**config.mk**
```make
export PLATFORM = sky130hd
export DESIGN_NAME = evq_post_writer
export DESIGN_NICKNAME = d
export VERILOG_FILES = /design/src/rtl/evq_pkg.sv /design/src/rtl/evq_slot_calc.sv /design/src/rtl/evq_ptr_step.sv /design/src/rtl/evq_post_writer.sv
export SDC_FILE = /design/constraint.sdc
export NUM_CORES = 1
export LEC_CHECK = 0
export ABC_AREA = 1
export BUFFER_PORTS_ARGS = -buffer_cell sky130_fd_sc_hd__buf_2
export CORE_AREA = 3 3 135 137
export DETAILED_ROUTE_END_ITERATION = 12
export DIE_AREA = 0 0 138 140
export PLACE_DENSITY = 0.84
export SLEW_MARGIN = 20
export SYNTH_ARGS = -nofsm -noshare
export SYNTH_HDL_FRONTEND = slang
export SYNTH_SLANG_ARGS = --single-unit
```
**constraint.sdc**
```tcl
create_clock -name clk -period 5.5 [get_ports clk]
set_clock_uncertainty 0.05 [all_clocks]
set_input_delay 0.825 -clock clk [delete_from_list [all_inputs] [get_ports clk]]
set_output_delay 0.825 -clock clk [all_outputs]
set_load 0.005 [all_outputs]
```
**src/rtl/evq_pkg.sv**
```systemverilog
package evq_pkg;
  typedef enum logic [1:0] {
    EVQ_IDLE,
    EVQ_BUSY,
    EVQ_DONE
  } evq_state_e;

  localparam int EVQ_WORD_W   = 32;
  localparam int EVQ_CODE_LSB = 16;
endpackage

```
**src/rtl/evq_slot_calc.sv**
```systemverilog
// Slot arithmetic: index mask from the size code, slot address, entry word.
module evq_slot_calc #(
  parameter int IDX_W   = 22,
  parameter int ADDR_W  = 60,
  parameter int LOG_MIN = 10,
  parameter int CODE_W  = 4
) (
  input  logic [CODE_W-1:0] size_code,
  input  logic [IDX_W:0]    w1_low,
  input  logic [ADDR_W-33:0] base_hi,
  input  logic [31:0]       base_lo,
  input  logic [30:0]       evt,
  output logic [IDX_W-1:0]  idx_mask,
  output logic [IDX_W-1:0]  cur_idx,
  output logic              cur_gen,
  output logic [ADDR_W-1:0] slot_addr,
  output logic [31:0]       slot_word
);
  localparam int HI_W = ADDR_W - 32;

  function automatic logic [7:0] eff_log(input logic [CODE_W-1:0] c);
    logic [7:0] s;
    s = 8'(c) + 8'(LOG_MIN);
    if (s > 8'(IDX_W)) s = 8'(IDX_W);
    return s;
  endfunction

  function automatic logic [ADDR_W-1:0] slot_of(input logic [ADDR_W-1:0] b,
                                                input logic [IDX_W-1:0] i);
    return b + (ADDR_W'(i) << 2);
  endfunction

  function automatic logic [31:0] entry_of(input logic g, input logic [30:0] d);
    return {g, d};
  endfunction

  logic [7:0]        log_len;
  logic [ADDR_W-1:0] base;

  assign log_len = eff_log(size_code);

  for (genvar i = 0; i < IDX_W; i++) begin : g_mask
    assign idx_mask[i] = (8'(i) < log_len);
  end

  assign base      = {base_hi[HI_W-1:0], base_lo};
  assign cur_idx   = w1_low[IDX_W-1:0] & idx_mask;
  assign cur_gen   = w1_low[IDX_W];
  assign slot_addr = slot_of(base, cur_idx);
  assign slot_word = entry_of(cur_gen, evt);
endmodule

```
**src/rtl/evq_ptr_step.sv**
```systemverilog
// Next index and generation after one successful post.
module evq_ptr_step #(
  parameter int IDX_W = 22
) (
  input  logic [IDX_W-1:0] cur_idx,
  input  logic             cur_gen,
  input  logic [IDX_W-1:0] idx_mask,
  output logic [IDX_W-1:0] nxt_idx,
  output logic             nxt_gen,
  output logic             wrapped
);
  function automatic logic [IDX_W-1:0] step_idx(input logic [IDX_W-1:0] i,
                                                input logic [IDX_W-1:0] m);
    return (i + IDX_W'(1)) & m;
  endfunction

  assign nxt_idx = step_idx(cur_idx, idx_mask);
  assign wrapped = (nxt_idx == '0);
  assign nxt_gen = wrapped ? ~cur_gen : cur_gen;
endmodule

```
**src/rtl/evq_post_writer.sv**
```systemverilog
module evq_post_writer #(
  parameter int IDX_W   = 22,
  parameter int ADDR_W  = 60,
  parameter int LOG_MIN = 10,
  parameter int CODE_W  = 4
) (
  input  logic              clk,
  input  logic              rst_n,
  input  logic              start,
  input  logic [31:0]       evt_data,
  input  logic [31:0]       desc_w0,
  input  logic [31:0]       desc_w1,
  input  logic [31:0]       desc_w2,
  input  logic [31:0]       desc_w3,
  output logic              mem_req,
  output logic [ADDR_W-1:0] mem_addr,
  output logic [31:0]       mem_wdata,
  input  logic              mem_ack,
  input  logic              mem_err,
  output logic              done,
  output logic              err,
  output logic [31:0]       upd_w1
);
  import evq_pkg::*;

  localparam int HI_W     = ADDR_W - 32;
  localparam int CODE_LSB = EVQ_CODE_LSB;

  evq_state_e        state;
  logic [CODE_W-1:0] lat_code;
  logic [31:0]       lat_w1;
  logic [HI_W-1:0]   lat_base_hi;
  logic [31:0]       lat_base_lo;
  logic [30:0]       lat_evt;

  // named events for the checker
  logic accept_evt, resp_ok, resp_fail;

  logic [IDX_W-1:0] idx_mask, cur_idx, nxt_idx;
  logic             cur_gen, nxt_gen, wrapped;

  logic unused_fields;
  assign unused_fields = ^{desc_w0[31:CODE_LSB+CODE_W], desc_w0[CODE_LSB-1:0],
                           desc_w2[31:HI_W], evt_data[31]};

  assign accept_evt = (state == EVQ_IDLE) && start;
  assign resp_fail  = (state == EVQ_BUSY) && mem_err;
  assign resp_ok    = (state == EVQ_BUSY) && mem_ack && !mem_err;
  assign mem_req    = (state == EVQ_BUSY);

  evq_slot_calc #(
    .IDX_W(IDX_W), .ADDR_W(ADDR_W), .LOG_MIN(LOG_MIN), .CODE_W(CODE_W)
  ) u_slot (
    .size_code (lat_code),
    .w1_low    (lat_w1[IDX_W:0]),
    .base_hi   (lat_base_hi),
    .base_lo   (lat_base_lo),
    .evt       (lat_evt),
    .idx_mask  (idx_mask),
    .cur_idx   (cur_idx),
    .cur_gen   (cur_gen),
    .slot_addr (mem_addr),
    .slot_word (mem_wdata)
  );

  evq_ptr_step #(.IDX_W(IDX_W)) u_step (
    .cur_idx  (cur_idx),
    .cur_gen  (cur_gen),
    .idx_mask (idx_mask),
    .nxt_idx  (nxt_idx),
    .nxt_gen  (nxt_gen),
    .wrapped  (wrapped)
  );

  always_ff @(posedge clk) begin
    if (!rst_n) begin
      state       <= EVQ_IDLE;
      done        <= 1'b0;
      err         <= 1'b0;
      upd_w1      <= '0;
      lat_code    <= '0;
      lat_w1      <= '0;
      lat_base_hi <= '0;
      lat_base_lo <= '0;
      lat_evt     <= '0;
    end else begin
      case (state)
        EVQ_IDLE: begin
          if (accept_evt) begin
            lat_code    <= desc_w0[CODE_LSB +: CODE_W];
            lat_w1      <= desc_w1;
            lat_base_hi <= desc_w2[HI_W-1:0];
            lat_base_lo <= desc_w3;
            lat_evt     <= evt_data[30:0];
            state       <= EVQ_BUSY;
          end
        end
        EVQ_BUSY: begin
          if (resp_fail) begin
            upd_w1 <= lat_w1;
            err    <= 1'b1;
            done   <= 1'b1;
            state  <= EVQ_DONE;
          end else if (resp_ok) begin
            upd_w1 <= {lat_w1[31:IDX_W+1], nxt_gen, nxt_idx};
            err    <= 1'b0;
            done   <= 1'b1;
            state  <= EVQ_DONE;
          end
        end
        EVQ_DONE: begin
          done  <= 1'b0;
          err   <= 1'b0;
          state <= EVQ_IDLE;
        end
        default: state <= EVQ_IDLE;
      endcase
    end
  end
endmodule

```
==> impl_metrics.csv <==
group,metric,value,unit
synth,synth_common_cells,"nor2_1, nand2_1, o21ai_0",
clocking,cts_tree,"yes",
job,drv_cap,0,
timing,fmax,0.193,GHz
synth,synth_area_per_cell,6.74,µm²
placement,io_buffers,258,
critical_path,critPathLaunchType,"flop",
placement,dp_cells,1753,
placement,dpl_cell_area,10300,µm²
timing,hold_viol,0,
critical_path,cp-end-kind,"output pin",
pwr,powerDensity,331,nW/µm²
grt,grt_pass1_vias,9103,
final_layout,nets,1742,
timing,fin_crit,5.18,ns
outcome,status,"finished clean",
drt,totalWireLength,27600,µm
die,start_util,51.9,%
clocking,clk_pin_slew_worst_paths,0.07,ns
final_layout,regArea,3260,µm²
pwr,power.share.clock,34.3,%
critical_path,cp_max_fo,10,
timing,setup_viol,0,
pwr,power,3650,µW
die,dieArea,19300,µm²
die,coreArea,17200,µm²
final_layout,layout.cells.non_filler,1789,
critical_path,slowest_stage,"dfxtp_2",
clocking,cts_buffers,17,
placement,gp_congestion,0.978,
pwr,switching_share,35.6,%
final_layout,multiInputGateArea,5070,µm²
clocking,clock-root-buffer,"clkbuf_16",
synth,yosysMostFrequentCell,"nor2_1",
placement,dpl_worst_slack,0.528,ns
timing,worst_slack,0.315,ns
clocking,cts_sinks,163,
timing,final_max_slew_viol_count,0,
synth,synth_cell_type_count,42,
synth,synth_seq_cells,163,
drt,vias_per_cell,5.34,
pwr,vdd_drop_max,0.319,mV
synth,synth_ff_type,"dfxtp_1",
pwr,power_leakage,0.00536,µW
die,die_y,140,µm
drt,drt_pass1_iterations,7,
grt,grt_max_degree,90,
hold_path,hold_path_class,"reg -> reg",
grt,grt.overflow.total,0,
synth,seq_area_frac_synth,36.6,%
timing,period_share,94.3,%
synth,synthCells,1322,
synth,async_flop_share,0,%
timing,max_slew_margin,35.8,%
synth,synth_edf_count,0,
synth,yosys-top-cells-area,"dfxtp_1, nor2_1, o21ai_0, nand2_1, a21oi_1",
die,design.portCount,292,
synth,synth.largest_area_cell,"dfxtp_1",
critical_path,cp.required,4.62,ns
final_layout,drive_gt1_share,22.8,%
pwr,p_int,2350,µW
synth,yosysTopAreaCellShare,36.6,%
die,die_w,138,µm
critical_path,slowest_delay,0.36,ns
critical_path,crit_chain,"ha_2 > inv_2 > nor2_1 > nor2_2 > nand3_1 > nand2_2 > inv_1 > ha_1 > nand2_1 > o21ai_0 > a21oi_1 > o221ai_1 > a21oi_2 > nor3_2 > nand2_1 > nor3_2 > nand3_1 > xor2_1 > buf_2",
grt,grt_first_pass_wirelength,44400,µm
drt,postRouteAntennaNets,0,
final_layout,syn_to_final_growth,23.7,%
critical_path,cp_data_arrival_time,4.31,ns
critical_path,critPathKind,"reg -> out",
synth,synth_fp_nets,1517,
final_layout,fill_cells,1609,
clocking,clk_latency,0.43,ns
timing,rsz0062_at_grt,"no",
clocking,htreeDepth,4,
drt,route.detailed.drc,0,
grt,grt_antenna_before_repair,4,
final_layout,stdcell_area,11000,µm²
pwr,comb_power_share,25.8,%
synth,yosysWarnings,0,
timing,tightest_slew,0.963,ns
timing,final.setup.tns,0,ns
drt,vias,9550,
placement,hpwlAfterDp,20600,µm
clocking,ctsResizeCount,0,
drt,drtIter0Drc,667,
grt,track_usage,27.8,%
drt,wire_per_inst,15.5,µm
pwr,p_seq_share,39.9,%
clocking,clk_path_buf_depth,2,
clocking,cts_hold_buffers,0,
pwr,p_sw,1300,µW
die,rows,48,
clocking,cts_setup_buffers,0,
synth,syn_area,8910,µm²
-- stage by stage --
stage               hold WS, ns  utilization, %
global route              0.433            64.2
global placement          0.401            60.0
CTS                       0.414            63.7
floorplan                 0.400               -
detailed placement        0.403            60.0
finish                    0.412            64.2
-- final cells by class --
| type | instances | area share, % |
|---|---|---|
| Multi-Input combinational cell | 987 | 46.0 |
| Timing Repair Buffer | 265 | 12.2 |
| Clock buffer | 17 | 3.86 |
| Inverter | 113 | 3.85 |
| Sequential cell | 163 | 29.6 |
| Tap cell | 225 | 2.55 |
| Clock inverter | 15 | 1.87 |
| Antenna cell | 4 | 0.0908 |
-- registers in the layout (all words and copies together), names as in the netlist --
register,count
lat_base_lo,32
lat_w1,32
upd_w1,32
lat_evt,31
lat_base_hi,28
lat_code,4
state,2
done,1
err,1
-- worst paths after layout --
kind | start | to | slack, ns | cells past startpoint
worst min register to register | upd_w1[15]$_SDFFE_PN0P_ | upd_w1[15]$_SDFFE_PN0P_ | 0.41 | 2
worst max-delay path | lat_code[2]$_SDFFE_PN0P_ | mem_addr[58] | 0.32 | 19
worst min-delay path | upd_w1[15]$_SDFFE_PN0P_ | upd_w1[15]$_SDFFE_PN0P_ | 0.41 | 2
worst max register to register | lat_code[2]$_SDFFE_PN0P_ | upd_w1[22]$_SDFFE_PN0P_ | 2.14 | 22
-- cell usage in the layout, fill, tap and decap left out, drive strengths merged, types with 3 or more instances in the layout --
master,n
a21oi,99
buf,265
clkbuf,17
clkinv,7
dfxtp,163
diode,4
ha,29
inv,119
nand2,200
nand3,72
nand4,24
nor2,286
nor3,18
nor4,5
o21ai,179
or2,3
xnor2,14
xor2,43
-- power groups by stage --
stage / Combinational (µW) / Clock, µW / Sequential, µW
2_1_floorplan: 596 / 0 / 1450
3_3_place_gp: 913 / 0 / 1470
3_5_place_dp: 931 / 0 / 1470
4_1_cts: 939 / 1270 / 1450
5_1_grt: 1060 / 1310 / 1470
6_report: 942 / 1250 / 1450
-- metal layers --
metal	track usage [%]	share of wire (%)	up-vias
met5	0	0.098	-
met2	49.0	50	397
met4	10.3	3.0	4
met3	6.76	7.6	63
met1	32.8	39	4298
li1	-	-	4788
-- worst max-delay path, delay by kind of cell (launching register included) --
kind | cells | cell delay (ns)
buf+inv | 3 | 0.41
xor+xnor | 1 | 0.22
fa+ha+maj | 2 | 0.66
compound gates | 4 | 0.61
flops | 1 | 0.36
simple gates | 9 | 1.61
-- cells by family after synthesis --
family,synth area share (%)
and+or+nand+nor,29.2
DFF,36.6
buffers and inverters,7.46
xor gates and xnor gates,5.60
adders and majority gates,4.30
AOI/OAI and AO/OA,16.8
No activity file was read; power rests on OpenSTA's default activity.
